## src/rtl/vde_pkg.sv

```systemverilog
package vde_pkg;

    // One pixel as carried through the block
    typedef struct packed {
        logic [7:0] r;
        logic [7:0] g;
        logic [7:0] b;
    } rgb_t;

    // One output beat: pixel, raw sync bits and recovered enable
    typedef struct packed {
        rgb_t px;
        logic hs;
        logic vs;
        logic de;
    } vid_beat_t;

    // True when pos falls inside [lo, lo+len)
    function automatic logic in_span(input int unsigned pos,
                                     input int unsigned lo,
                                     input int unsigned len);
        return (pos >= lo) && (pos < lo + len);
    endfunction

endpackage

```

## src/rtl/vde_sync_edge.sv

```systemverilog
module vde_sync_edge #(
    parameter bit ACT_HIGH = 1'b1
) (
    input  logic clk,
    input  logic rst,
    input  logic raw,
    output logic act,
    output logic lead
);

    logic act_d_q;

    // Normalise to active-high before looking for the edge
    generate
        if (ACT_HIGH) begin : g_pass
            assign act = raw;
        end else begin : g_inv
            assign act = ~raw;
        end
    endgenerate

    always_ff @(posedge clk) begin
        if (rst) begin
            act_d_q <= 1'b0;
        end else begin
            act_d_q <= act;
        end
    end

    assign lead = act & ~act_d_q;

endmodule

```

## src/rtl/vde_raster_track.sv

```systemverilog
module vde_raster_track
    import vde_pkg::*;
#(
    parameter int H_ACTIVE = 1280,
    parameter int H_FRONT  = 110,
    parameter int H_SYNC   = 40,
    parameter int H_BACK   = 220,
    parameter int V_ACTIVE = 720,
    parameter int V_FRONT  = 5,
    parameter int V_SYNC   = 5,
    parameter int V_BACK   = 20
) (
    input  logic clk,
    input  logic rst,
    input  logic h_lead,
    input  logic v_lead,
    output logic de_win,
    output logic locked,
    output logic timing_err
);

    localparam int H_TOTAL = H_ACTIVE + H_FRONT + H_SYNC + H_BACK;
    localparam int V_TOTAL = V_ACTIVE + V_FRONT + V_SYNC + V_BACK;
    localparam int HW      = $clog2(H_TOTAL + 1) + 1;
    localparam int VW      = $clog2(V_TOTAL + 1) + 1;
    localparam int H_OPEN  = H_SYNC + H_BACK;
    localparam int V_OPEN  = V_SYNC + V_BACK;
    localparam logic [HW-1:0] H_LAST = HW'(H_TOTAL - 1);
    localparam logic [VW-1:0] V_LAST = VW'(V_TOTAL - 1);
    localparam logic [HW-1:0] H_SAT  = '1;
    localparam logic [VW-1:0] V_SAT  = '1;

    logic [HW-1:0] hcnt_q, hpos;
    logic [VW-1:0] vline_q, vpos;
    logic          h_seen_q, v_seen_q, v_pend_q, lock_q, err_q;
    logic          v_trig, frame_start, h_bad, v_bad;

    // Position of the pixel currently in the capture stage
    always_comb begin
        v_trig      = v_lead | v_pend_q;
        frame_start = h_lead & v_trig;

        if (h_lead) begin
            hpos = '0;
        end else if (hcnt_q == H_SAT) begin
            hpos = H_SAT;
        end else begin
            hpos = hcnt_q + HW'(1);
        end

        if (frame_start) begin
            vpos = '0;
        end else if (h_lead && (vline_q != V_SAT)) begin
            vpos = vline_q + VW'(1);
        end else begin
            vpos = vline_q;
        end

        h_bad = h_lead & h_seen_q & (hcnt_q != H_LAST);
        v_bad = frame_start & v_seen_q & (vline_q != V_LAST);
    end

    always_ff @(posedge clk) begin
        if (rst) begin
            hcnt_q   <= '0;
            vline_q  <= '0;
            h_seen_q <= 1'b0;
            v_seen_q <= 1'b0;
            v_pend_q <= 1'b0;
            lock_q   <= 1'b0;
            err_q    <= 1'b0;
        end else begin
            hcnt_q  <= hpos;
            vline_q <= vpos;
            if (h_lead) begin
                h_seen_q <= 1'b1;
            end
            if (frame_start) begin
                v_seen_q <= 1'b1;
            end
            // A vertical edge waits for the next horizontal edge
            v_pend_q <= h_lead ? 1'b0 : (v_pend_q | v_lead);
            if (frame_start && v_seen_q) begin
                lock_q <= 1'b1;
            end
            if (h_bad || v_bad) begin
                err_q <= 1'b1;
            end
        end
    end

    assign de_win = lock_q
                  & in_span(32'(hpos), H_OPEN, H_ACTIVE)
                  & in_span(32'(vpos), V_OPEN, V_ACTIVE);
    assign locked     = lock_q;
    assign timing_err = err_q;

endmodule

```

## src/rtl/vde_out_pipe.sv

```systemverilog
module vde_out_pipe
    import vde_pkg::*;
#(
    parameter int        STAGES  = 1,
    parameter vid_beat_t RST_VAL = '0
) (
    input  logic      clk,
    input  logic      rst,
    input  vid_beat_t d,
    output vid_beat_t q
);

    vid_beat_t stg_q [STAGES];

    generate
        for (genvar i = 0; i < STAGES; i++) begin : g_stage
            vid_beat_t nxt;
            if (i == 0) begin : g_head
                assign nxt = d;
            end else begin : g_tail
                assign nxt = stg_q[i-1];
            end
            always_ff @(posedge clk) begin
                if (rst) begin
                    stg_q[i] <= RST_VAL;
                end else begin
                    stg_q[i] <= nxt;
                end
            end
        end
    endgenerate

    assign q = stg_q[STAGES-1];

endmodule

```

## src/rtl/vde_recover.sv

```systemverilog
module vde_recover
    import vde_pkg::*;
#(
    parameter int H_ACTIVE    = 1280,
    parameter int H_FRONT     = 110,
    parameter int H_SYNC      = 40,
    parameter int H_BACK      = 220,
    parameter int V_ACTIVE    = 720,
    parameter int V_FRONT     = 5,
    parameter int V_SYNC      = 5,
    parameter int V_BACK      = 20,
    parameter bit HS_ACT_HIGH = 1'b1,
    parameter bit VS_ACT_HIGH = 1'b1,
    parameter int OUT_STAGES  = 1
) (
    input  logic       clk,
    input  logic       rst,
    input  logic [7:0] red_in,
    input  logic [7:0] green_in,
    input  logic [7:0] blue_in,
    input  logic       hsync_in,
    input  logic       vsync_in,
    output logic [7:0] red_out,
    output logic [7:0] green_out,
    output logic [7:0] blue_out,
    output logic       hsync_out,
    output logic       vsync_out,
    output logic       de_out,
    output logic       locked,
    output logic       timing_err
);

    localparam vid_beat_t IDLE_BEAT = '{px: '0, hs: !HS_ACT_HIGH,
                                        vs: !VS_ACT_HIGH, de: 1'b0};

    vid_beat_t cap_q, pipe_in, pipe_out;
    logic      hs_act, vs_act, h_lead, v_lead, de_win;

    // Capture stage: every input goes through exactly one register here
    always_ff @(posedge clk) begin
        if (rst) begin
            cap_q <= IDLE_BEAT;
        end else begin
            cap_q <= '{px: '{r: red_in, g: green_in, b: blue_in},
                       hs: hsync_in, vs: vsync_in, de: 1'b0};
        end
    end

    vde_sync_edge #(.ACT_HIGH(HS_ACT_HIGH)) u_hedge (
        .clk  (clk),
        .rst  (rst),
        .raw  (cap_q.hs),
        .act  (hs_act),
        .lead (h_lead)
    );

    vde_sync_edge #(.ACT_HIGH(VS_ACT_HIGH)) u_vedge (
        .clk  (clk),
        .rst  (rst),
        .raw  (cap_q.vs),
        .act  (vs_act),
        .lead (v_lead)
    );

    vde_raster_track #(
        .H_ACTIVE (H_ACTIVE), .H_FRONT (H_FRONT), .H_SYNC (H_SYNC), .H_BACK (H_BACK),
        .V_ACTIVE (V_ACTIVE), .V_FRONT (V_FRONT), .V_SYNC (V_SYNC), .V_BACK (V_BACK)
    ) u_track (
        .clk        (clk),
        .rst        (rst),
        .h_lead     (h_lead),
        .v_lead     (v_lead),
        .de_win     (de_win),
        .locked     (locked),
        .timing_err (timing_err)
    );

    always_comb begin
        pipe_in    = cap_q;
        pipe_in.de = de_win;
    end

    vde_out_pipe #(.STAGES(OUT_STAGES), .RST_VAL(IDLE_BEAT)) u_pipe (
        .clk (clk),
        .rst (rst),
        .d   (pipe_in),
        .q   (pipe_out)
    );

    assign red_out   = pipe_out.px.r;
    assign green_out = pipe_out.px.g;
    assign blue_out  = pipe_out.px.b;
    assign hsync_out = pipe_out.hs;
    assign vsync_out = pipe_out.vs;
    assign de_out    = pipe_out.de;

    // Normalised syncs are only needed by the edge finders
    logic unused_act;
    assign unused_act = hs_act ^ vs_act;

endmodule

```

## config.mk

```make
export PLATFORM = sky130hd
export DESIGN_NAME = vde_recover
export DESIGN_NICKNAME = d
export VERILOG_FILES = /design/src/rtl/vde_pkg.sv /design/src/rtl/vde_sync_edge.sv /design/src/rtl/vde_raster_track.sv /design/src/rtl/vde_out_pipe.sv /design/src/rtl/vde_recover.sv
export SDC_FILE = /design/constraint.sdc
export NUM_CORES = 1
export LEC_CHECK = 0
export BUFFER_PORTS_ARGS = -buffer_cell sky130_fd_sc_hd__clkbuf_2
export CAP_MARGIN = 20
export CORE_ASPECT_RATIO = 0.75
export CORE_MARGIN = 8
export CORE_UTILIZATION = 50
export CTS_CLUSTER_DIAMETER = 80
export DETAILED_ROUTE_END_ITERATION = 12
export GPL_TIMING_DRIVEN = 0
export HOLD_SLACK_MARGIN = 0.08
export PLACE_DENSITY = 0.71
export SLEW_MARGIN = 20
export SYNTH_ARGS = -nofsm -noshare
export SYNTH_HDL_FRONTEND = slang
export SYNTH_SLANG_ARGS = --single-unit
```

## constraint.sdc

```tcl
create_clock -name clk -period 5.2 [get_ports clk]
set_input_delay 0.26 -clock clk [delete_from_list [all_inputs] [get_ports clk]]
set_output_delay 0.26 -clock clk [all_outputs]
set_load 0.02 [all_outputs]
```

**After elaboration in Yosys (flattened, before gate mapping)**

Memories as Yosys holds them, arrays and structs flattened.
Cells that the tools add are included.

- Flip-flop bits (word level): 56
- RAM bits: 27
- Input port bits: 28
- Output and inout port bits: 29
- Memories kept: 1

Memory list:

| name | words | width | rd ports | clocked after memory_dff | write ports | line | text |
|---|---|---|---|---|---|---|---|
| u_pipe.stg_q | 1 | 27 | 1 | 0 | 1 | vde_out_pipe.sv:13 | `vid_beat_t stg_q [STAGES];` |

- Add/sub/neg operators: 2
- Magnitude comparators: 4
- Equal/unequal tests: 4
- Mux-type cells: 9
- Bitwise gates (word level): 12
- Reductions and logical operators: 7

Operators with widths:

| cell | count |
|---|---|
| 2-to-1 mux 27 bit | 1 |
| OR reduction 27 bit | 1 |
| 2-to-1 mux 12 bit | 2 |
| 2-to-1 mux 11 bit | 2 |
| adder 12 x 1 -> 12 bit, second input constant | 1 |
| == test 12 bit, second input constant | 1 |
| greater-or-equal comparator 12 x 9 -> 1 bit, second input constant | 1 |
| less-than comparator 12 x 11 -> 1 bit, second input constant | 1 |
| != test 12 x 11 -> 1 bit, second input constant | 1 |
| adder 11 x 1 -> 11 bit, second input constant | 1 |
| greater-or-equal comparator 11 x 5 -> 1 bit, second input constant | 1 |
| less-than comparator 11 x 10 -> 1 bit, second input constant | 1 |
| != test 11 x 10 -> 1 bit, second input constant | 1 |
| != test 11 bit, second input constant | 1 |
| bitwise AND 1 bit | 9 |
| logical AND 1 bit | 4 |
| 2-to-1 mux 1 bit | 4 |
| NOT 1 bit | 2 |
| OR reduction 2 bit | 1 |
| logical OR 1 bit | 1 |
| OR 1 bit | 1 |

**Logic depth before layout (Yosys ltp)**

Gate-level depths: netlist of the first run.

- Word-level depth: 9
- Depth in mapped cells: 9
- Gate-level depth less buffers: 8

**Cells and area by module**

From an unflattened synthesis of the first run, not the netlist that was laid out.

- Cell total of the unflattened synthesis: 322
- Area total of the unflattened synthesis: 3180.6 sq um

Modules (own cells, without submodules):

| module | times used | cells an instance | area each (sq um) | sequential area each (sq um) |
|---|---|---|---|---|
| vde_raster_track | 1 | 204 | 1620.3 | 560.5 |
| vde_out_pipe | 1 | 56 | 749.5 | 540.5 |
| vde_recover | 1 | 54 | 700.7 | 520.5 |
| vde_sync_edge | 2 | 4 | 55.1 | 20.0 |

**Worst setup path after synthesis of the first run**

OpenSTA, ideal clock, no wires.

- Path type: reg2reg
- Start: register u_track.hcnt_q[0]
- End: memory u_pipe.stg_q[0][0] in the netlist's numbering
- Setup time: 0.088 ns
- Arrival time: 2.161 ns
- Slack: 2.951 ns
- Cell stages (with the launch flop): 9
- Path buffers: 1
- Clock period less this slack: 2.249 ns
- Cells stage by stage: dfxtp_1 -> ha_1 -> nand4_2 -> or3_1 -> buf_6 -> and3_4 -> a31o_1 -> a311o_1 -> a311oi_2

- Longest elaborated chain between the ends: 8
- Elaborated cells between the ends (all ways): 10
- Classes of those cells: add/sub: 1; order compare: 2; eq/ne: 1; mux: 3; bitwise: 2; reduce/logical: 1

RTL lines:

| item | line | text |
|---|---|---|
| start: declaration | vde_raster_track.sv:33 | `logic [HW-1:0] hcnt_q, hpos;` |
| start signal: assignment | vde_raster_track.sv:73 | `hcnt_q <= hpos;` |
| adder 12 x 1 -> 12 bit or == test 12 bit (tied branches) | vde_raster_track.sv:48, vde_raster_track.sv:45 |  |
| 2-to-1 mux 12 bit (*) | vde_raster_track.sv:45 | `end else if (hcnt_q == H_SAT) begin` |
| 2-to-1 mux 12 bit (*) | vde_raster_track.sv:43 | `if (h_lead) begin` |
| greater-or-equal comparator 12 x 9 -> 1 bit or less-than comparator 12 x 11 -> 1 bit (tied branches) | vde_pkg.sv:22 | `return (pos >= lo) && (pos < lo + len);` |
| logical AND 1 bit (*) | vde_pkg.sv:22 |  |
| bitwise AND 1 bit (*) | vde_raster_track.sv:93 | `& in_span(32'(hpos), H_OPEN, H_ACTIVE)` |
| bitwise AND 1 bit (*) | vde_raster_track.sv:94 | `& in_span(32'(vpos), V_OPEN, V_ACTIVE);` |
| 2-to-1 mux 27 bit (no line) (*) | - |  |
| end: declaration | vde_out_pipe.sv:13 |  |

Mark *: on every way between the ends. The rest lies on a longest branch, timed or not.

**Final worst setup path of the first run**

- Start: register u_track.vline_q[0]
- End: memory u_pipe.stg_q[0][0] in the netlist's numbering

- Longest elaborated chain between the ends: 8
- Elaborated cells between the ends (all ways): 10
- Classes of those cells: add/sub: 1; order compare: 2; eq/ne: 1; mux: 3; bitwise: 1; reduce/logical: 2

RTL lines:

| item | line | text |
|---|---|---|
| start: declaration | vde_raster_track.sv:34 | `logic [VW-1:0] vline_q, vpos;` |
| start signal: assignment | vde_raster_track.sv:74 | `vline_q <= vpos;` |
| branches (longest 2 deep; another with adder 11 x 1 -> 11 bit) | - |  |
| 2-to-1 mux 11 bit (*) | vde_raster_track.sv:53 | `end else if (h_lead && (vline_q != V_SAT)) begin` |
| 2-to-1 mux 11 bit (*) | vde_raster_track.sv:51 | `if (frame_start) begin` |
| greater-or-equal comparator 11 x 5 -> 1 bit or less-than comparator 11 x 10 -> 1 bit (tied branches) | vde_pkg.sv:22 |  |
| logical AND 1 bit (*) | vde_pkg.sv:22 |  |
| bitwise AND 1 bit (*) | vde_raster_track.sv:94 |  |
| 2-to-1 mux 27 bit (no line) (*) | - |  |

Mark *: on every way between the ends.

==> results of run 1 <==
[kinds of logic (layout without fill, tap and decap cells)]
group                      count (synthesis)  after routing  share of synthesized area (%)
and+or+nand+nor                          148            148                           28.1
buffers and inverters                     18             90                           2.72
DFF                                       81             81                           55.1
AOI/OAI and AO/OA                         33             33                           7.95
adders and majority gates                  4              4                           1.70
muxes                                      6              6                           2.04
xor gates and xnor gates                   8              8                           2.38
[final timing paths]
path | endpoint | slack [ns] | cells after the start
max reg2reg | u_pipe.stg_q[0][0]$_SDFF_PP0_ | 2.53 | 8
min reg2reg | u_pipe.stg_q[0][5]$_SDFF_PP0_ | 0.44 | 1
max | u_pipe.stg_q[0][0]$_SDFF_PP0_ | 2.53 | 8
min | cap_q[11]$_SDFF_PP0_ | 0.11 | 2
[through the flow]
stage | cell area (µm²) | setup slack, ns | total power [W] | util, %
6_report | 3520 | 2.53 | 0.00119 | 61.5
5_1_grt | 3520 | 2.48 | 0.00124 | 61.5
4_1_cts | 3520 | 2.61 | 0.00120 | 61.5
3_5_place_dp | 3320 | 2.66 | 0.000741 | 57.9
3_3_place_gp | 3320 | 2.69 | 0.000739 | 57.9
2_1_floorplan | 2940 | 2.95 | 0.000712 | -
[critical path: stages (launching register included)]
cell and delay (ns):
dfxtp_1 0.45, ha_1 0.27, inv_1 0.11, nor4b_2 0.44, nor4b_2 0.11, xnor2_1 0.17, a2111oi_0 0.64, nor3_1 0.17
a311oi_2 0.23
[power groups by stage]
stage               clock (W)  sequential, W  combinational (W)
CTS                  0.000476       0.000653          0.0000744
finish               0.000461       0.000653          0.0000732
global placement            0       0.000666          0.0000725
global route         0.000503       0.000655          0.0000812
floorplan                   0       0.000676          0.0000357
detailed placement          0       0.000667          0.0000740
[registers in the layout, indices dropped and copies added, names as in the netlist]
register / count
u_track.locked: 1
u_track.timing_err: 1
u_pipe.stg_q: 27
u_track.vline_q: 11
u_track.v_seen_q: 1
cap_q: 26
u_track.v_pend_q: 1
u_track.h_seen_q: 1
u_track.hcnt_q: 12
[per-layer routing]
metal | global-route usage [%] | vias up
met1 | 17.0 | 997
li1 | - | 1139
met2 | 21.6 | 50
met5 | 0 | -
met4 | 5.11 | 0
met3 | 7.60 | 5
[placed cells by master, fill, tap and decap left out, drive strengths merged, types with 2 or more instances in the layout]
| master | Yosys | routed |
|---|---|---|
| a21oi | 11 | 11 |
| a311o | 2 | 2 |
| a31o | 2 | 2 |
| a31oi | 3 | 3 |
| and3 | 2 | 2 |
| and4 | 2 | 2 |
| buf | 3 | 3 |
| clkbuf | 9 | 74 |
| clkinv | 0 | 4 |
| dfxtp | 81 | 81 |
| ha | 4 | 4 |
| inv | 6 | 7 |
| mux2i | 6 | 6 |
| nand2 | 22 | 22 |
| nand2b | 4 | 4 |
| nand3 | 9 | 9 |
| nand4 | 4 | 4 |
| nor2 | 30 | 30 |
| nor2b | 55 | 55 |
| nor3 | 9 | 9 |
| nor4b | 3 | 3 |
| o2111ai | 2 | 2 |
| o21ai | 2 | 2 |
| o22ai | 2 | 2 |
| or3 | 2 | 2 |
| or4 | 2 | 2 |
| xnor2 | 6 | 6 |
| xor2 | 2 | 2 |
[layout make-up]
class	count	area, µm²
Clock inverter	7	80.1
Tap cell	78	97.6
Sequential cell	81	1620
Clock buffer	9	124
Timing Repair Buffer	56	280
Inverter	6	22.5
Fill cell	500	2210
Buffer	12	57.6
Multi-Input combinational cell	199	1240
==> results.sh, run 1 <==
export IMPL_status="finished clean"
export IMPL_gr_total_overflow=0
export IMPL_post_cts_buffers=0
export IMPL_syn2layout_area_growth_pct=19.8
export IMPL_hold_path_startpoint="green_in[0]"
export IMPL_seq_area_frac_synth_pct=55.1
export IMPL_synth_nets=330
export IMPL_nets=397
export IMPL_antenna_left=0
export IMPL_met3_length_um=429
export IMPL_highest_layer="met4"
export IMPL_synthTopCellsByArea="dfxtp_1, nor2b_1, nor2_1"
export IMPL_max_clock_path_buffers=2
export IMPL_cp_required_ns=5.46
export IMPL_synthCells=298
export IMPL_cts_buffers=9
export IMPL_dr_pass1_iters=4
export IMPL_die_area_um2=8620
export IMPL_cp_start_kind="flop"
export IMPL_fin_skew_ns=0.00775
export IMPL_grt_pass1_vias=1998
export IMPL_period_share_pct=51.3
export IMPL_yosys_area_top_type="dfxtp_1"
export IMPL_fmax_mhz=375
export IMPL_clock_sinks=81
export IMPL_rsz0062_at_grt="false"
export IMPL_initial_utilization_pct=51.3
export IMPL_synth_most_common_cell="dfxtp_1"
export IMPL_hp_class="in2reg"
export IMPL_p_leak_nw=1.43
export IMPL_cts_repair_resized=0
export IMPL_routed_wl_met2_um=2790
export IMPL_io_buffers=56
export IMPL_synth_edf_count=0
export IMPL_holdBufCountCts=0
export IMPL_ys_seq_elements=81
export IMPL_post_synth_cell_area_avg_um2=9.88
export IMPL_arrival_ns=2.93
export IMPL_yosys_most_used_dff="dfxtp_1"
export IMPL_synthArstFlopShare_pct=0
export IMPL_hpwl_um=4430
export IMPL_grt_pass1_wl_um=9500
export IMPL_drt_drc_violations_left=0
export IMPL_antenna_cells=0
export IMPL_clock_latency_ns=0.35
export IMPL_grt_max_degree=16
export IMPL_root_buffer="clkbuf_8"
export IMPL_p_sw_w=0.000286
export IMPL_p_per_area_nw_per_um2=337
export IMPL_p_int_w=0.000901
export IMPL_num_vias=2191
export IMPL_avgViaCountPerCell=4.89
export IMPL_grt_antenna_before_repair=0
export IMPL_yosysWarnings=0
export IMPL_setup_viol=0
export IMPL_path_clk_slew_ns=0.08
export IMPL_vdd_drop_max_mv=0.210
export IMPL_crit_type="reg2reg"
export IMPL_syn_area_um2=2940
export IMPL_hold_slack_ns=0.113
export IMPL_design_core_area_um2=5740
export IMPL_p_seq_share_pct=55.0
export IMPL_drt_initial_drc_count=98
export IMPL_fin_crit_ns=2.67
export IMPL_final_layout_size_suffix_gt1_share_pct=23.8
export IMPL_finalMaxSlewViolations=0
export IMPL_critical_path_max_fanout=7
export IMPL_dp_cells=432
export IMPL_m1WireLength_um=2650
export IMPL_p_sw_share_pct=24.1
export IMPL_crit_start="u_track.vline_q[0]$_SDFF_PP0_"
export IMPL_synth_cell_types=50
export IMPL_num_rows=24
export IMPL_wire_per_inst_um=13.3
export IMPL_comb_power_share_pct=6.2
export IMPL_hold_viol=0
export IMPL_cts_tree="done"
export IMPL_boundaryPins=57
export IMPL_final_cell_count_no_fill=448
export IMPL_fin_setup_tns_ns=0
export IMPL_die_h_um=82.4
export IMPL_end_kind="flop"
export IMPL_dieWidth_um=105
export IMPL_power_share_clock_pct=38.9
export IMPL_netlist_area_leader_share_pct=55.1
export IMPL_htree_levels=3
export IMPL_cap_viol_max_count=0
export IMPL_tightest_slew_ns=0.670
export IMPL_yosys_top_cells_count="dfxtp_1, nor2b_1, nor2_1"
export IMPL_rr_startpoint="u_track.vline_q[0]$_SDFF_PP0_"
export IMPL_track_usage_pct=14.2
export IMPL_routed_wl_um=5940
export IMPL_place_congestion=0.875
export IMPL_relSlewSlack_pct=54.2
(Power assumes the default switching activity.)
==> inputs of run 2 (changes only) <==
==> constraint.sdc (replaced) <==
create_clock -name clk -period 2.6 [get_ports clk]
set_input_delay 0.13 -clock clk [delete_from_list [all_inputs] [get_ports clk]]
set_output_delay 0.13 -clock clk [all_outputs]
set_load 0.02 [all_outputs]
==> results.sh, run 2 (same netlist as run 1, synthesis figures left out) <==
export IMPL_final_cell_mix="dfxtp_1, clkbuf_2, nor2b_1, nor2_1, dlygate4sd3_1"
export IMPL_wire_per_inst_um=13.7
export IMPL_nets=423
export IMPL_hold_viol=0
export IMPL_grt_pass1_wl_um=10300
export IMPL_vdd_drop_max_mv=0.428
export IMPL_drt_initial_drc_count=75
export IMPL_end_kind="flop"
export IMPL_mostFrequentLayoutCell="dfxtp_1"
export IMPL_root_buffer="clkbuf_8"
export IMPL_fin_crit_ns=2.51
export IMPL_largest_reg_flops=27
export IMPL_routed_wl_um=6500
export IMPL_die_h_um=82.4
export IMPL_max_clock_path_buffers=2
export IMPL_cpPeakStageDelay_ns=0.44
export IMPL_io_buffers=56
export IMPL_p_per_area_nw_per_um2=636
export IMPL_antenna_left=0
export IMPL_setup_viol=0
export IMPL_crit_slowest_cell="dfxtp_1"
export IMPL_final_core_util_pct=66.1
export IMPL_rr_startpoint="u_track.hcnt_q[0]$_SDFF_PP0_"
export IMPL_dp_cells=432
export IMPL_clock_sinks=81
export IMPL_critical_path_max_fanout=9
export IMPL_cap_viol_max_count=0
export IMPL_path_clk_slew_ns=0.08
export IMPL_reg_largest_list="u_pipe.stg_q x27, cap_q x26, u_track.hcnt_q x12"
export IMPL_cp_start_kind="flop"
export IMPL_rr_endpoint="u_pipe.stg_q[0][0]$_SDFF_PP0_"
export IMPL_grt_pass1_vias=2158
export IMPL_cts_buffers=9
export IMPL_status="finished clean"
export IMPL_drt_drc_violations_left=0
export IMPL_cp_cell_sequence="ha_2 -> nand4_2 -> or3_1 -> buf_6 -> and3_4 -> a31o_1 -> a311o_1 -> a311oi_2"
export IMPL_period_share_pct=96.7
export IMPL_final_fill_count=467
export IMPL_final_cell_count_no_fill=474
export IMPL_hold_path_startpoint="rst"
export IMPL_cts_tree="done"
export IMPL_p_leak_nw=1.54
export IMPL_grt_antenna_before_repair=0
export IMPL_die_area_um2=8620
export IMPL_cp_required_ns=2.86
export IMPL_hpwl_um=4430
export IMPL_fmax_mhz=398
export IMPL_reg2reg_setup_slack_ns=0.09
export IMPL_gr_total_overflow=0
export IMPL_syn2layout_area_growth_pct=28.9
export IMPL_arrival_ns=2.77
export IMPL_hold_path_end="u_track.hcnt_q[1]$_SDFF_PP0_"
export IMPL_final_layout_size_suffix_gt1_share_pct=22.7
export IMPL_grt_max_degree=16
export IMPL_antenna_cells=0
export IMPL_holdPathStages=3
export IMPL_post_cts_buffers=0
export IMPL_num_rows=24
export IMPL_dr_pass1_iters=5
export IMPL_relSlewSlack_pct=65.8
export IMPL_finalMaxSlewViolations=0
export IMPL_place_congestion=0.875
export IMPL_tightest_slew_ns=0.513
export IMPL_hp_class="in2reg"
export IMPL_clock_latency_ns=0.35
export IMPL_track_usage_pct=15.4
export IMPL_avgViaCountPerCell=4.86
export IMPL_reg2reg_depth=8
export IMPL_num_vias=2303
export IMPL_crit_type="reg2reg"
export IMPL_initial_utilization_pct=51.3
export IMPL_htree_levels=3
export IMPL_largest_register="u_pipe.stg_q"
export IMPL_design_core_area_um2=5740
export IMPL_boundaryPins=57
export IMPL_dieWidth_um=105
export IMPL_fin_skew_ns=0.00659
run 2: what timing repair did:
action / 4_1_cts / 5_1_grt
hold buffers: 26 / 0
hold endpoints to repair: 26 / 0
setup endpoints to repair: 0 / 1
gates resized for setup: 0 / 3
run 2: critical path, delay by kind of cell (launching register included):
kind            cells  cell delay [ns]
flops               1             0.44
simple gates        3             0.73
buf+inv             1             0.15
fa+ha+maj           1             0.27
compound gates      3             0.85
run 2: worst max path at each step:
stage                                   from                             to  slack (ns)  cells after the start
6_report        u_track.hcnt_q[0]$_SDFF_PP0_  u_pipe.stg_q[0][0]$_SDFF_PP0_        0.09                      8
5_1_grt         u_track.hcnt_q[0]$_SDFF_PP0_  u_pipe.stg_q[0][0]$_SDFF_PP0_       -0.02                      8
4_1_cts        u_track.vline_q[0]$_SDFF_PP0_  u_pipe.stg_q[0][0]$_SDFF_PP0_        0.01                      8
3_5_place_dp   u_track.vline_q[0]$_SDFF_PP0_  u_pipe.stg_q[0][0]$_SDFF_PP0_        0.06                      8
3_3_place_gp   u_track.vline_q[0]$_SDFF_PP0_  u_pipe.stg_q[0][0]$_SDFF_PP0_        0.09                      8
2_1_floorplan   u_track.hcnt_q[0]$_SDFF_PP0_  u_pipe.stg_q[0][0]$_SDFF_PP0_        0.35                      8
run 2: metrics by stage:
step	power (W)	cell area, µm²	hold slack (ns)	worst slack [ns]	TNS [ns]
4_1_cts	0.00244	3780	0.265	0.0147	0
2_1_floorplan	0.00142	2940	0.258	0.351	0
3_3_place_gp	0.00148	3320	0.338	0.0947	0
6_report	0.00241	3790	0.272	0.0864	0
5_1_grt	0.00251	3790	0.305	-0.0231	-0.0231
3_5_place_dp	0.00148	3320	0.344	0.0632	0
run 2: cell type report:
class | count | area (µm²) | share of cell area, %
flip-flops and latches | 81 | 1620 | 42.7
multi-input cells | 199 | 1250 | 32.9
repair buffers | 82 | 541 | 14.2
clock buffers | 9 | 124 | 3.27
well taps | 78 | 97.6 | 2.57
clock inverters | 7 | 80.1 | 2.11
plain buffers | 12 | 57.6 | 1.52
inverters | 6 | 22.5 | 0.594
run 2: power breakdown:
| part | switching (W) | internal [W] |
|---|---|---|
| clock | 0.000471 | 0.000453 |
| combinational | 0.0000928 | 0.0000894 |
| sequential | 0.0000197 | 0.00129 |
run 2: routing by layer:
layer	GRT usage (%)	part of all wire, %
met1	17.5	42
met2	25.8	51
met3	6.82	6.5
met4	5.53	0.37
met5	0	0
==> inputs of run 3 (changes only) <==
--- a/config.mk
+++ b/config.mk
@@ -9,12 +9,12 @@
 export CAP_MARGIN = 20
 export CORE_ASPECT_RATIO = 0.75
 export CORE_MARGIN = 8
-export CORE_UTILIZATION = 50
+export CORE_UTILIZATION = 45
 export CTS_CLUSTER_DIAMETER = 80
 export DETAILED_ROUTE_END_ITERATION = 12
 export GPL_TIMING_DRIVEN = 0
 export HOLD_SLACK_MARGIN = 0.08
-export PLACE_DENSITY = 0.71
+export PLACE_DENSITY = 0.65
 export SLEW_MARGIN = 20
 export SYNTH_ARGS = -nofsm -noshare
 export SYNTH_HDL_FRONTEND = slang
==> results.sh, run 3 (same netlist as run 1, synthesis figures left out) <==
export IMPL_cp_required_ns=2.85
export IMPL_htree_levels=3
export IMPL_syn2layout_area_growth_pct=28.1
export IMPL_fmax_mhz=404
export IMPL_drt_initial_drc_count=82
export IMPL_grt_antenna_before_repair=0
export IMPL_place_congestion=0.868
export IMPL_crit_slowest_cell="dfxtp_1"
export IMPL_routed_wl_um=6250
export IMPL_avgViaCountPerCell=4.89
export IMPL_hp_class="in2reg"
export IMPL_p_leak_nw=1.52
export IMPL_gr_total_overflow=0
export IMPL_fin_skew_ns=0.00965
export IMPL_antenna_cells=0
export IMPL_antenna_left=0
export IMPL_cp_start_kind="flop"
export IMPL_cpPeakStageDelay_ns=0.42
export IMPL_initial_utilization_pct=46.6
export IMPL_power_w=0.00229
export IMPL_final_core_util_pct=59.6
export IMPL_grt_max_degree=16
export IMPL_grt_pass1_vias=2182
export IMPL_clock_latency_ns=0.34
export IMPL_status="finished clean"
export IMPL_critical_path_max_fanout=9
export IMPL_hpwl_um=4430
export IMPL_final_layout_size_suffix_gt1_share_pct=22.5
export IMPL_track_usage_pct=13.9
export IMPL_nets=423
export IMPL_drt_drc_violations_left=0
export IMPL_root_buffer="clkbuf_8"
export IMPL_cap_viol_max_count=0
export IMPL_final_fill_count=563
export IMPL_grt_pass1_wl_um=10300
export IMPL_end_kind="flop"
export IMPL_num_vias=2334
export IMPL_design_core_area_um2=6320
export IMPL_io_buffers=56
export IMPL_die_h_um=86.0
export IMPL_final_area_um2=3770
export IMPL_reg_largest_list="u_pipe.stg_q x27, cap_q x26, u_track.hcnt_q x12"
export IMPL_cts_buffers=9
export IMPL_path_clk_slew_ns=0.08
export IMPL_boundaryPins=57
export IMPL_final_cell_mix="dfxtp_1, clkbuf_2, nor2b_1, nor2_1, dlygate4sd3_1"
export IMPL_setup_viol=0
export IMPL_wire_per_inst_um=13.1
export IMPL_p_per_area_nw_per_um2=609
export IMPL_num_rows=25
export IMPL_crit_type="reg2reg"
export IMPL_largest_reg_flops=27
export IMPL_hold_viol=0
export IMPL_max_clock_path_buffers=2
export IMPL_clock_sinks=81
export IMPL_relSlewSlack_pct=64.5
export IMPL_mostFrequentLayoutCell="dfxtp_1"
export IMPL_placed_cell_area_um2=3320
export IMPL_finalMaxSlewViolations=0
export IMPL_period_share_pct=95.2
export IMPL_fin_setup_tns_ns=0
export IMPL_vdd_drop_max_mv=0.362
export IMPL_dieWidth_um=109
export IMPL_cts_tree="done"
export IMPL_fin_crit_ns=2.48
export IMPL_die_area_um2=9410
export IMPL_cp_cell_sequence="ha_1 -> nand4_2 -> or3_1 -> buf_6 -> and3_4 -> a31o_1 -> a311o_1 -> a311oi_2"
export IMPL_largest_register="u_pipe.stg_q"
export IMPL_arrival_ns=2.73
export IMPL_dr_pass1_iters=4
export IMPL_tightest_slew_ns=0.528
export IMPL_rsz0062_at_grt="false"
run 3: changes by cell type in the layout (fill, tap and decap cells not counted):
| cell | before | now |
|---|---|---|
| clkinv_4 | 3 | 1 |
| clkinvlp_4 | 1 | 3 |
| inv_6 | 0 | 2 |
| bufinv_16 | 1 | 0 |
| ha_1 | 3 | 4 |
| ha_2 | 1 | 0 |
| inv_8 | 1 | 0 |
run 3: final timing paths:
kind	slack (ns)	end	cells after the start	startpoint
max	0.12	u_pipe.stg_q[0][0]$_SDFF_PP0_	8	u_track.hcnt_q[0]$_SDFF_PP0_
min	0.29	u_track.hcnt_q[0]$_SDFF_PP0_	3	rst
max reg2reg	0.12	u_pipe.stg_q[0][0]$_SDFF_PP0_	8	u_track.hcnt_q[0]$_SDFF_PP0_
min reg2reg	0.43	u_pipe.stg_q[0][17]$_SDFF_PP0_	1	cap_q[17]$_SDFF_PP0_
run 3: power by group:
| group | total [W] | switching (W) | internal (W) |
|---|---|---|---|
| Clock | 0.000809 | 0.000457 | 0.000353 |
| Sequential | 0.00130 | 0.0000188 | 0.00129 |
| Combinational | 0.000179 | 0.0000903 | 0.0000891 |
run 3: through the flow:
| step | hold WS [ns] | setup WS, ns | cells |
|---|---|---|---|
| after floorplan | 0.258 | 0.351 | 298 |
| after global placement | 0.339 | 0.0957 | 435 |
| after detailed placement | 0.342 | 0.115 | 435 |
| after CTS | 0.284 | 0.0638 | 477 |
| after global routing | 0.323 | 0.0326 | 477 |
| final | 0.288 | 0.124 | 477 |
run 3: per-layer routing:
metal  wire length [µm]  GRT usage [%]  up-vias
li1                   -              -     1190
met5                  0              0        -
met2               2900           21.4       65
met3                503           4.94       10
met4                108           6.23        0
met1               2730           16.9     1069
run 3: what timing repair did:
item                       CTS  global route
hold buffers                26             0
gates resized for setup      0             2
hold endpoints to repair    26             0
setup endpoints to repair    0             1
setup buffers                0             0
run 3: area by class of cell:
class	instances	area, µm²	share of cell area [%]
Inverter	6	22.5	0.598
Buffer	12	57.6	1.53
Timing Repair Buffer	82	541	14.3
Tap cell	81	101	2.69
Clock buffer	9	124	3.29
Multi-Input combinational cell	199	1250	33.1
Clock inverter	7	53.8	1.43
Sequential cell	81	1620	43.0
run 3: worst max-delay path: cells and delay by family, from the launching register on:
family	cells	cell delay (ns)
and+or+nand+nor	3	0.74
buffers and inverters	1	0.15
AOI/OAI and AO/OA	3	0.81
DFF	1	0.42
adders and majority gates	1	0.26
